$ cat config.mk
export PLATFORM = sky130hd
export DESIGN_NAME = pld_macrocell
export DESIGN_NICKNAME = d
export VERILOG_FILES = /design/src/rtl/pld_mc_pkg.sv /design/src/rtl/mc_sum.sv /design/src/rtl/mc_reg.sv /design/src/rtl/mc_route.sv /design/src/rtl/pld_macrocell.sv
export SDC_FILE = /design/constraint.sdc
export NUM_CORES = 1
export LEC_CHECK = 0
export CELL_PAD_IN_SITES_DETAIL_PLACEMENT = 2
export CELL_PAD_IN_SITES_GLOBAL_PLACEMENT = 2
export CORE_AREA = 3 3 40 42
export CTS_CLUSTER_DIAMETER = 40
export CTS_CLUSTER_SIZE = 10
export DETAILED_ROUTE_END_ITERATION = 8
export DIE_AREA = 0 0 43 45
export PLACE_DENSITY = 0.81
export RECOVER_POWER = 50
export SLEW_MARGIN = 20
export SYNTH_ARGS = -nofsm -noshare
export SYNTH_HDL_FRONTEND = slang
export SYNTH_SLANG_ARGS = --single-unit
$ cat constraint.sdc
create_clock -name clk -period 2.1 [get_ports clk]
set_input_delay 0.42 -clock clk [delete_from_list [all_inputs] [get_ports clk]]
set_output_delay 0.42 -clock clk [all_outputs]
set_load 0.05 [all_outputs]
$ cat src/rtl/pld_mc_pkg.sv
package pld_mc_pkg;

    // Source of the pin tristate enable
    typedef enum logic [1:0] {
        OE_ON   = 2'b00,
        OE_OFF  = 2'b01,
        OE_EXT  = 2'b10,
        OE_TERM = 2'b11
    } oe_src_e;

    // Datapath mode of the cell
    typedef enum logic {
        PATH_COMB = 1'b0,
        PATH_REG  = 1'b1
    } path_e;

endpackage

$ cat src/rtl/mc_sum.sv
module mc_sum #(
    parameter int NUM_PT = 8
) (
    input  logic [NUM_PT-1:0] pt_in,
    input  logic              term_steal,
    input  logic              invert,
    output logic              sum_raw,
    output logic              sum_pol
);
    logic [NUM_PT-1:0] gated;

    // Term 0 is removed from the OR when it serves as the enable source
    for (genvar i = 0; i < NUM_PT; i++) begin : g_gate
        if (i == 0) begin : g_first
            assign gated[i] = pt_in[i] & ~term_steal;
        end else begin : g_rest
            assign gated[i] = pt_in[i];
        end
    end

    assign sum_raw = |gated;
    assign sum_pol = sum_raw ^ invert;
endmodule

$ cat src/rtl/mc_reg.sv
module mc_reg (
    input  logic clk,
    input  logic rst,
    input  logic d,
    output logic q
);
    always_ff @(posedge clk) begin
        if (rst) begin
            q <= 1'b0;
        end else begin
            q <= d;
        end
    end
endmodule

$ cat src/rtl/mc_route.sv
module mc_route
    import pld_mc_pkg::*;
(
    input  path_e   path,
    input  oe_src_e oe_src,
    input  logic    oe_pin,
    input  logic    term0,
    input  logic    sum_pol,
    input  logic    q,
    output logic    pin_out,
    output logic    pin_oe,
    output logic    fb_out
);
    // Output and feedback selectors
    always_comb begin
        unique case (path)
            PATH_REG: begin
                pin_out = ~q;
                fb_out  = q;
            end
            PATH_COMB: begin
                pin_out = sum_pol;
                fb_out  = sum_pol;
            end
        endcase
    end

    // Enable selector
    always_comb begin
        unique case (oe_src)
            OE_ON:   pin_oe = 1'b1;
            OE_OFF:  pin_oe = 1'b0;
            OE_EXT:  pin_oe = oe_pin;
            OE_TERM: pin_oe = term0;
        endcase
    end
endmodule

$ cat src/rtl/pld_macrocell.sv
module pld_macrocell
    import pld_mc_pkg::*;
#(
    parameter int NUM_PT = 8
) (
    input  logic              clk,
    input  logic              rst,
    input  logic [NUM_PT-1:0] pt_in,
    input  logic              oe_pin,
    input  logic              cfg_invert,
    input  logic              cfg_registered,
    input  logic [1:0]        cfg_oe_sel,
    output logic              pin_out,
    output logic              pin_oe,
    output logic              fb_out
);
    oe_src_e oe_src;
    path_e   path;
    logic    sum_raw;
    logic    sum_pol;
    logic    q;

    assign oe_src = oe_src_e'(cfg_oe_sel);
    assign path   = path_e'(cfg_registered);

    mc_sum #(.NUM_PT(NUM_PT)) u_sum (
        .pt_in      (pt_in),
        .term_steal (oe_src == OE_TERM),
        .invert     (cfg_invert),
        .sum_raw    (sum_raw),
        .sum_pol    (sum_pol)
    );

    mc_reg u_reg (
        .clk (clk),
        .rst (rst),
        .d   (sum_pol),
        .q   (q)
    );

    mc_route u_route (
        .path    (path),
        .oe_src  (oe_src),
        .oe_pin  (oe_pin),
        .term0   (pt_in[0]),
        .sum_pol (sum_pol),
        .q       (q),
        .pin_out (pin_out),
        .pin_oe  (pin_oe),
        .fb_out  (fb_out)
    );
endmodule

== Yosys cells after proc, flatten, opt, wreduce, memory -nomap -nowiden ==
Cells that the tools add are included.

* Register bits: 1
* Latch bits: 0
* Memory bits (writable): 0
* Memory bits (read-only): 0
* Input port bits: 15
* Output and inout port bits: 3
* Word-level logic and storage cells: 14
* Memories: 0

* Add/sub/neg operators: 0
* $mul: 0
* Divide/modulo/power cells: 0
* Magnitude comparators: 0
* Eq/ne operators: 3
* Shift operators: 0
* Muxes and demuxes: 3
* Bitwise gates (word level): 5
* Reduce and logical (&&, ||, !) cells: 2

{| class="wikitable"
|+ Operator list
! cell !! number
|-
| $reduce_or 8->1 || 1
|-
| $eq 2x2->1 const B || 2
|-
| $pmux 1 s2 || 2
|-
| $pmux 1 s4 || 1
|-
| $not 1->1 || 3
|-
| $eq 2x1->1 const B || 1
|-
| $logic_not 2->1 || 1
|-
| $and 1x1->1 || 1
|-
| $xor 1x1->1 || 1
|}

== Longest topological paths before layout ==
Gate-level depths: netlist of run 1.

* Depth in word-level cells: 6
* Mapped depth: 3

== Modules after synthesis ==
A second synthesis of run 1 with hierarchy kept.

* Cell total of the unflattened synthesis: 14
* Area, all modules: 122.6 um^2

{| class="wikitable"
|+ Modules (own cells, without submodules)
! module !! times used !! cells an instance !! area each (um^2) !! seq. area each (um^2)
|-
| mc_sum || 1 || 5 || 42.5 || 0.0
|-
| mc_route || 1 || 6 || 40.0 || 0.0
|-
| mc_reg || 1 || 2 || 33.8 || 20.0
|-
| pld_macrocell || 1 || 1 || 6.3 || 0.0
|}

== Worst setup path before layout of run 1 ==
Ideal clock, no wire load.

* Path type: input -> output
* Start point: in pt_in[2]
* End point: out fb_out
* Data arrival time: 2.445 ns
* Path slack: -0.765 ns
* Cell stages on the path: 3
* Buffers on the path: 0
* Cells stage by stage: or4_1 o31a_1 o31ai_1

* Longest elaborated chain between the ends: 3

{| class="wikitable"
|+ RTL lines
! what !! RTL line !! source
|-
| start, declared || pld_macrocell.sv:8 || <nowiki>input logic [NUM_PT-1:0] pt_in,</nowiki>
|-
| $reduce_or 8->1 || mc_sum.sv:21 || <nowiki>assign sum_raw = |gated;</nowiki>
|-
| $xor 1x1->1 || mc_sum.sv:22 || <nowiki>assign sum_pol = sum_raw ^ invert;</nowiki>
|-
| $pmux 1 s2 || mc_route.sv:16 || <nowiki>unique case (path)</nowiki>
|-
| end, declared || pld_macrocell.sv:15 || <nowiki>output logic fb_out</nowiki>
|}

Every way passes these cells.

== Final worst setup path of run 1 ==
* Start point: in pt_in[7]
* End point: out fb_out

The elaborated chain is that of the path after synthesis.

==> results of run 1 <==
==> stage by stage <==
| stage | setup WS (ns) | instance area (um^2) | power, mW | hold WS, ns | instances |
|---|---|---|---|---|---|
| 3_3_place_gp | -0.4710 | 404.1 | 0.1093 | 0.9813 | 52 |
| 2_1_floorplan | -0.1569 | 140.1 | 0.05268 | 0.4993 | 14 |
| 4_1_cts | -0.1820 | 420.4 | 0.1113 | 0.9901 | 53 |
| 3_5_place_dp | -0.5116 | 404.1 | 0.1119 | 0.9897 | 52 |
| 5_1_grt | -0.2144 | 420.4 | 0.1161 | 1.020 | 53 |
| 6_report | -0.1712 | 420.4 | 0.1105 | 0.9901 | 53 |
==> placed cells by master (no fill, tap or decap), drive strengths merged <==
master,instances
a21boi,1
buf,13
nand3,1
clkdlybuf4s50,7
o31a,1
dfxtp,1
nor4,1
nor3,1
or3,1
o21ai,1
or4,1
clkdlybuf4s15,1
o31ai,2
nor2b,1
nand2b,1
nand2,1
dlygate4sd2,3
==> final cells by class <==
type / instances / area (um^2)
Fill cell: 148 / 864.6
Timing Repair Buffer: 24 / 244.0
Multi-Input combinational cell: 13 / 137.6
Sequential cell: 1 / 20.02
Tap cell: 15 / 18.77
==> how the worst min path moves through the flow <==
stage / slack, ns / cells after the start / start / endpoint
2_1_floorplan: 0.50 / 1 / rst / u_reg.q$_SDFF_PP0_
5_1_grt: 1.02 / 2 / rst / u_reg.q$_SDFF_PP0_
6_report: 0.99 / 2 / rst / u_reg.q$_SDFF_PP0_
3_5_place_dp: 0.99 / 2 / rst / u_reg.q$_SDFF_PP0_
3_3_place_gp: 0.98 / 2 / rst / u_reg.q$_SDFF_PP0_
4_1_cts: 0.99 / 2 / rst / u_reg.q$_SDFF_PP0_
==> per-layer routing <==
layer	vias up	wire length (um)	global-route usage
li1	105	-	-
met1	99	217	0.08810
met2	18	379	0.1796
met3	0	89	0.02390
met4	0	0	0
met5	-	0	0
==> cells by family after synthesis <==
logic type,Yosys count
DFF,1
and+or+nand+nor,8
AOI/OAI and AO/OA,5
==> where the power goes <==
part	internal (mW)	leakage [nW]	switching (mW)
sequential	0.0205	0.00834	0.000383
combinational	0.0505	0.158	0.0392
clock	0	0	0
total	0.0709	0.167	0.0396
==> repair_timing <==
| action | CTS | global route |
|---|---|---|
| endpoints found under the setup margin | 2 | 3 |
| pin swaps | 6 | 1 |
| setup buffers | 1 | 0 |
| resized for setup | 20 | 1 |
| endpoints found under the hold margin | 0 | 0 |
==> key figures, run 1 <==
Floorplan
  – Core area: 1285 um^2
  – # IOs: 18
  – Die Area: 1935 um^2
  – Die width: 43 um
  – Placement row count: 13
  – Die H: 45 um
  – Initial Utilization: 0.07984

STA
  – Worst-Margin Slew: between 0.2 and 0.3 ns
  – Final Slew Violations: 0
  – RSZ-0062 raised after global routing: true
  – Max-slew headroom: 0.8111
  – Setup tns final: -0.3419 ns
  – # setup viols final: 2
  – Final Hold Fails: 0
  – Fin crit period: 2.271 ns
  – Max Fclk: 440.3 MHz
  – Fin worst setup slack: -0.1712 ns
  – Crit share post-route: 1.082

Yosys
  – Count of cell types in the netlist: 13
  – Synth Area in Compound Gates: 0.3537
  – Sequential fraction of the synthesis area: 0.1951
  – Proportion of synthesized area in mux cells: 0
  – EDFF count, synth: 0
  – YS warnings: 0
  – Xor-xnor portion of the synthesized cell area: 0
  – Async set-reset flop share out of synthesis: 0
  – Cells after Synth: 14
  – Most numerous cell in the Yosys netlist: o31ai_1
  – Largest area contributor in the netlist: dfxtp_1
  – Post-synth top area share: 0.1951
  – Area share of fa/ha/maj cells after synthesis: 0
  – Commonest register cell after synthesis: dfxtp_1
  – Post-synthesis net count: 29
  – Largest family of logic cells by synthesized area: simple AND/OR/NAND/NOR gates
  – Post-Syn Area: just over 100 um^2
  – Simple-gate area share of the yosys netlist: 0.4512
  – Ranking of synthesized cells by area: dfxtp_1 20%, o31ai_1 15%, o31a_1 8.5%
  – Syn Area/Cell: 7.328 um^2
  – Yosys reg bits: 1

Cells and area
  – Biggest regs: u_reg.q: 1 flops
  – Max reg flops: 1
  – Area Growth Syn to Fin: 309.8%
  – Number of diodes: 0
  – Final core occ: 0.3272
  – Nets: 55
  – Largest Register: u_reg.q
  – Layout cells sized above 1: 0.5000

Setup path
  – Worst path buffer plus inverter count: 4
  – CP required: 1.68 ns
  – WP depth: 7
  – Crit path max fanout: 3
  – Critical path cell sequence: buf_6 > or4_4 > buf_6 > nor4_4 > buf_4 > o31ai_4 > buf_12
  – CP peak stage delay: about 0.54 ns
  – Startpoint Class: primary input
  – Cell family contributing the most delay on the critical path: simple AND/OR/NAND/NOR gates
  – Crit path to: fb_out
  – Crit. Startpoint: pt_in[7]
  – Crit end category: output pin
  – Critical-path top delay cell: or4_4
  – Arrival time worst endpoint: 1.85 ns
  – CP Class: primary input to output pin
  – Crit-path most repeated cell: buf_6

Outcome
  – Failing checks: negative setup slack
  – Status: finished, violations left

Min path
  – Worst Hold Class: primary input to register

Global routing
  – Initial antenna violation count: 0
  – Grt total ovfl: 0
  – Largest net degree at the start of global routing: 5
  – Total GRT Usage: 0.08541
  – Number of global-route vias before repair: around 270
  – First-pass GRT wire length: about 1.3 mm

Place
  – GP Congestion: 0.6975
  – I/O Buffers: 17

Power
  – Lkg Pwr: 0.1667 nW
  – Power density over cell area: 262.9 nW/um^2
  – VDD IR-drop max: 0.05397 mV

Drt
  – Final ANT Viol Nets: 0
  – Initial drt markers: 0
  – Residual DRC count: 0
  – Final wirelength: between 600 and 700 um
  – Wire length per cell: around 13 um
  – Vias per cell: 4.189
  – Via count: 222
  – First-pass detailed-route iteration total: 1

Clock tree
  – Clock-pin transition on the worst setup and hold timing paths: 0 ns
  – Post-CTS Hold Buffers: 0

Job
  – Max-cap violation count: 0
Note: power is estimated with default switching activity, not from simulation.
==> inputs of run 2 (changes only) <==
--- a/config.mk
+++ b/config.mk
@@ -8,7 +8,6 @@
 export CELL_PAD_IN_SITES_DETAIL_PLACEMENT = 2
 export CELL_PAD_IN_SITES_GLOBAL_PLACEMENT = 2
 export CORE_AREA = 3 3 40 42
-export CTS_CLUSTER_DIAMETER = 40
 export CTS_CLUSTER_SIZE = 10
 export DETAILED_ROUTE_END_ITERATION = 8
 export DIE_AREA = 0 0 43 45
==> constraint.sdc (replaced) <==
create_clock -name clk -period 2.1 [get_ports clk]
set_input_delay 0.315 -clock clk [delete_from_list [all_inputs] [get_ports clk]]
set_output_delay 0.315 -clock clk [all_outputs]
set_load 0.05 [all_outputs]
==> run 2 against run 1 <==
  * The run now ends clean
  * Critical path depth shrank 2
  * Highest routed layer unchanged
  * Largest cell class unchanged
  * Sequential share of layout area grew 0.76 points
  * Sequential cell count is the same
==> key figures, run 2 (synthesis gave the netlist of run 1 again) <==
Outcome
  – Status: completed (was finished, violations left)

Setup path
  – Crit end category: output pin (unchanged)
  – CP required: 1.78 ns (was 1.68 ns)
  – Arrival time worst endpoint: 1.75 ns (was 1.85 ns)
  – Crit. Startpoint: cfg_oe_sel[0] (was pt_in[7])
  – Crit path max fanout: 3 (unchanged)
  – Startpoint Class: primary input (unchanged)
  – CP Class: primary input to output pin (unchanged)

Global routing
  – Initial antenna violation count: 0 (unchanged)
  – Grt total ovfl: 0 (unchanged)
  – Number of global-route vias before repair: 225 (was 267)
  – Largest net degree at the start of global routing: 5 (unchanged)
  – Total GRT Usage: 0.06894 (was 0.08541)
  – First-pass GRT wire length: 1.041 mm (was 1.262 mm)

STA
  – Max-slew headroom: 0.5991 (was 0.8111)
  – Fin worst setup slack: 0.03951 ns (was -0.1712 ns)
  – Final Slew Violations: 0 (unchanged)
  – # setup viols final: 0 (was 2)
  – Max Fclk: 485.3 MHz (was 440.3 MHz)
  – Setup tns final: 0 ns (was -0.3419 ns)
  – Fin crit period: 2.060 ns (was 2.271 ns)
  – Fin Hold WS: 0.8624 ns (was 0.9901 ns)
  – Final Hold Fails: 0 (unchanged)
  – Crit share post-route: 0.9812 (was 1.082)
  – Worst-Margin Slew: 0.6040 ns (was 0.2825 ns)

Job
  – Max-cap violation count: 0 (unchanged)

Drt
  – Via count: 201 (was 222)
  – Wire length per cell: 14.20 um (was 12.92 um)
  – Initial drt markers: 0 (unchanged)
  – Residual DRC count: 0 (unchanged)
  – Final ANT Viol Nets: 0 (unchanged)
  – First-pass detailed-route iteration total: 1 (unchanged)
  – Final wirelength: 710 um (was 685 um)
  – Vias per cell: 4.020 (was 4.189)

Floorplan
  – Initial Utilization: 0.07984 (unchanged)
  – Die Area: 1935 um^2 (unchanged)
  – Die H: 45 um (unchanged)
  – Die width: 43 um (unchanged)
  – # IOs: 18 (unchanged)
  – Placement row count: 13 (unchanged)
  – Core area: 1285 um^2 (unchanged)

Cells and area
  – Max reg flops: 1 (unchanged)
  – Fillcell total: 156 (was 148)
  – Layout cells sized above 1: 0.4571 (was 0.5000)
  – Final core occ: 0.2824 (was 0.3272)
  – Nets: 52 (was 55)
  – Number of diodes: 0 (unchanged)
  – Area Growth Syn to Fin: 253.7% (was 309.8%)
  – Commonest non-fill, non-tap cell in the layout: clkdlybuf4s50_1 (unchanged)
  – Fin area: 362.8 um^2 (was 420.4 um^2)
  – Biggest regs: u_reg.q: 1 flops (unchanged)
  – Final Instance Count excl. Fillers: 50 (was 53)
  – Commonest cells after routing, fill and taps aside: 6 x clkdlybuf4s50_1, 4 x buf_4 (was 7 x clkdlybuf4s50_1, 6 x buf_4, 3 x dlygate4sd2_1, 3 x buf_12)
  – Largest Register: u_reg.q (unchanged)

Place
  – Final HPWL DP: 543.4 um
  – Placed inst area: 339.1 um^2 (was 404.1 um^2)
  – Cell Count Post-Placement: 47 (was 52)
  – GP Congestion: 0.6292 (was 0.6975)
  – Placement Setup Slack: -0.3077 ns (was -0.5116 ns)
  – I/O Buffers: 17 (unchanged)

Power
  – Logic pwr share: 0.787 (was 0.811)
  – Internal power: 62.01 uW (was 70.93 uW)
  – Clock power share: 0 (about the same)
  – Psw: 37.13 uW (was 39.61 uW)
  – Lkg Pwr: 0.1448 nW (was 0.1667 nW)
  – Power density over cell area: 273.2 nW/um^2 (was 262.9 nW/um^2)
  – VDD IR-drop max: 0.05567 mV (was 0.05397 mV)
  – Power share of the sequential group: 0.213 (was 0.189)
  – Total power: 99.14 uW (was 110.5 uW)
  – Net Sw Frac: 0.3745 (was 0.3584)

Min path
  – Hold_sp: rst (unchanged)
  – Hold path depth: 2 (unchanged)
  – Worst Hold Class: primary input to register (unchanged)
  – Hold Path End: u_reg.q$_SDFF_PP0_ (unchanged)

Clock tree
  – Clock-pin transition on the worst setup and hold timing paths: 0 ns (about the same)
  – Post-CTS Hold Buffers: 0 (unchanged)
run 2: cell count changes in the layout (fill, tap and decap cells not counted), moves of 2 or more:
cell	delta
clkbuf_2	+2
buf_4	-2
buf_6	-2
dlygate4sd2_1	-2
run 2: timing repair:
item                                    4_1_cts  5_1_grt
setup buffers                                 2        1
pin swaps                                     5        4
resized for setup                            18        7
endpoints found under the setup margin        2        2
run 2: metal layers:
layer	vias to the layer above	wire, um	global-route usage	part of all wire
met3	0	27	0.007968	0.038
li1	99	-	-	-
met4	0	0	0	0
met5	-	0	0	0
met1	97	209	0.05981	0.29
met2	5	473	0.1677	0.67
run 2: power by group through the flow:
stage | Clock, mW | Combinational [mW] | Sequential [mW]
6_report | 0 | 0.0781 | 0.0211
5_1_grt | 0 | 0.0832 | 0.0212
4_1_cts | 0 | 0.0827 | 0.0208
3_5_place_dp | 0 | 0.0791 | 0.0208
3_3_place_gp | 0 | 0.0770 | 0.0209
2_1_floorplan | 0 | 0.0274 | 0.0208
run 2: worst max path at each step:
stage                         end  slack (ns)
final                     pin_out        0.04
after floorplan            fb_out       -0.14
after CTS                 pin_out       0.007
after detailed placement   fb_out       -0.31
after global placement    pin_out       -0.28
after global routing      pin_out       -0.02
run 2: layout make-up:
type                    instances  area (um^2)  area share
flip-flops and latches          1        20.02     0.05517
repair buffers                 21        195.2      0.5379
multi-input cells              13        128.9      0.3552
well taps                      15        18.77     0.05172
run 2: critical path, stage by stage:
cell and delay [ns]:
clkdlybuf4s50_1 0.52, a21boi_2 0.09, o31a_1 0.36, o31ai_4 0.29
buf_12 0.17
==> inputs of run 3 (changes only) <==
--- a/config.mk
+++ b/config.mk
@@ -5,13 +5,11 @@
 export SDC_FILE = /design/constraint.sdc
 export NUM_CORES = 1
 export LEC_CHECK = 0
-export CELL_PAD_IN_SITES_DETAIL_PLACEMENT = 2
-export CELL_PAD_IN_SITES_GLOBAL_PLACEMENT = 2
 export CORE_AREA = 3 3 40 42
 export CTS_CLUSTER_SIZE = 10
 export DETAILED_ROUTE_END_ITERATION = 8
 export DIE_AREA = 0 0 43 45
-export PLACE_DENSITY = 0.81
+export PLACE_DENSITY = 0.41
 export RECOVER_POWER = 50
 export SLEW_MARGIN = 20
 export SYNTH_ARGS = -nofsm -noshare
==> run 3 against run 2 <==
  * First-iteration DRC count grew 2
  * Die area is the same
  * Sequential cell count is the same
  * Core utilization grew 4.3 points
  * Highest routed layer unchanged
  * Wire length shrank 26%
  * Largest power group unchanged
==> key figures, run 3 (synthesis gave the netlist of run 1 again) <==
STA
  – # setup viols final: 0 (unchanged)
  – Setup tns final: 0 ns (unchanged)
  – Fin Hold WS: 0.8744 ns (was 0.8624 ns)
  – Max-slew headroom: 0.7619 (was 0.5991)
  – Final Slew Violations: 0 (unchanged)
  – Fin crit period: 2.048 ns (was 2.060 ns)
  – Max Fclk: 488.3 MHz (was 485.3 MHz)
  – Final Hold Fails: 0 (unchanged)
  – Crit share post-route: 0.9752 (was 0.9812)
  – Worst-Margin Slew: 0.3534 ns (was 0.6040 ns)
  – RSZ-0062 raised after global routing: false

Setup path
  – CP required: 1.78 ns (about the same)
  – Arrival time worst endpoint: 1.73 ns (was 1.75 ns)
  – Crit path max fanout: 2 (was 3)
  – Crit-path most repeated cell: buf_4
  – Critical-path top delay cell: or3_4 (was clkdlybuf4s50_1)
  – Startpoint Class: primary input (unchanged)
  – Critical path cell sequence: dlygate4sd2_1 > or3_4 > buf_4 > nor4_4 > buf_4 > o31ai_4 > buf_12 (was clkdlybuf4s50_1 > a21boi_2 > o31a_1 > o31ai_4 > buf_12)
  – CP peak stage delay: 0.38 ns (was 0.52 ns)
  – Crit end category: output pin (unchanged)
  – CP Class: primary input to output pin (unchanged)

Place
  – GP Congestion: 0.6699 (was 0.6292)
  – Final HPWL DP: 461 um (was 543.4 um)
  – I/O Buffers: 17 (unchanged)

Floorplan
  – Die H: 45 um (unchanged)
  – Placement row count: 13 (unchanged)
  – # IOs: 18 (unchanged)
  – Die width: 43 um (unchanged)
  – Core area: 1285 um^2 (unchanged)
  – Die Area: 1935 um^2 (unchanged)
  – Initial Utilization: 0.07984 (unchanged)

Cells and area
  – Biggest regs: u_reg.q: 1 flops (unchanged)
  – Number of diodes: 0 (unchanged)
  – Nets: 55 (was 52)
  – Commonest cells after routing, fill and taps aside: 7 x clkdlybuf4s50_1, 5 x buf_4, 4 x dlygate4sd2_1 (was 6 x clkdlybuf4s50_1, 4 x buf_4)
  – Max reg flops: 1 (unchanged)
  – Area Growth Syn to Fin: 307.3% (was 253.7%)
  – Largest Register: u_reg.q (unchanged)
  – Commonest non-fill, non-tap cell in the layout: clkdlybuf4s50_1 (unchanged)
  – Layout cells sized above 1: 0.4737 (was 0.4571)

Global routing
  – Initial antenna violation count: 0 (unchanged)
  – Grt total ovfl: 0 (unchanged)
  – Number of global-route vias before repair: 210 (was 225)
  – First-pass GRT wire length: 890 um (was 1.041 mm)
  – Largest net degree at the start of global routing: 5 (unchanged)
  – Total GRT Usage: 0.05643 (was 0.06894)

Drt
  – First-pass detailed-route iteration total: 2 (was 1)
  – Initial drt markers: 2 (was 0)
  – Met2 wire length: 233 um (was 473 um)
  – Residual DRC count: 0 (unchanged)
  – Wire length per cell: 9.906 um (was 14.20 um)
  – WL met3: 58 um (was 27 um)
  – Final ANT Viol Nets: 0 (unchanged)
  – Final wirelength: 525 um (was 710 um)
  – Highest Signal Layer: met3 (unchanged)
  – Via count: 207 (was 201)
  – Metal-1 WL: 232 um (was 209 um)
  – Vias per cell: 3.906 (was 4.020)

Clock tree
  – Post-CTS Hold Buffers: 0 (unchanged)
  – Clock-pin transition on the worst setup and hold timing paths: 0 ns (about the same)

Min path
  – Hold Path End: u_reg.q$_SDFF_PP0_ (unchanged)
  – Hold_sp: rst (unchanged)
  – Worst Hold Class: primary input to register (unchanged)
  – Hold path depth: 2 (unchanged)

Power
  – Lkg Pwr: 0.1659 nW (was 0.1448 nW)
  – Power density over cell area: 257.0 nW/um^2 (was 273.2 nW/um^2)
  – VDD IR-drop max: 0.1102 mV (was 0.05567 mV)

Outcome
  – Status: completed (unchanged)

Job
  – Max-cap violation count: 0 (unchanged)
run 3: worst max path at each step:
stage,start,end,depth (start not counted)
3_5_place_dp,pt_in[2],pin_out,5
4_1_cts,pt_in[5],pin_out,7
5_1_grt,pt_in[1],pin_out,7
2_1_floorplan,pt_in[2],fb_out,3
3_3_place_gp,pt_in[2],pin_out,5
6_report,pt_in[1],pin_out,7
run 3: layer usage:
layer  up-vias  track usage
li1        106            -
met1        85      0.08592
met2        16      0.08982
met3         0     0.007968
met4         0            0
met5         -            0
run 3: timing repair:
item	4_1_cts	5_1_grt
resized for setup	20	1
endpoints found under the setup margin	2	2
setup buffers	3	0
pin swaps	6	2
run 3: per-stage QoR:
step | cell area, um^2 | instances | util | worst slack (ns) | total power, mW
final | 417.9 | 53 | 0.3252 | 0.05202 | 0.1074
after global routing | 417.9 | 53 | 0.3252 | 0.005180 | 0.1118
after CTS | 414.1 | 53 | 0.3223 | 0.001966 | 0.1071
after detailed placement | 361.6 | 50 | 0.2814 | -0.2717 | 0.1020
after global placement | 361.6 | 50 | 0.2814 | -0.2594 | 0.1012
after floorplan | 112.6 | 14 | - | -0.1442 | 0.04820
run 3: layout make-up:
type | instances | area (um^2)
well taps | 15 | 18.77
repair buffers | 24 | 241.5
flip-flops and latches | 1 | 20.02
fillers | 133 | 867.1
multi-input cells | 13 | 137.6
run 3: where the power goes:
group	total, mW	switching [mW]	internal (mW)
Sequential	0.0209	0.000430	0.0205
Clock	0	0	0
Combinational	0.0865	0.0380	0.0485
run 3: worst max-delay path: cells and delay by family:
family,cells,cell delay [ns]
buf+inv,4,0.72
compound gates,1,0.08
simple gates,2,0.63
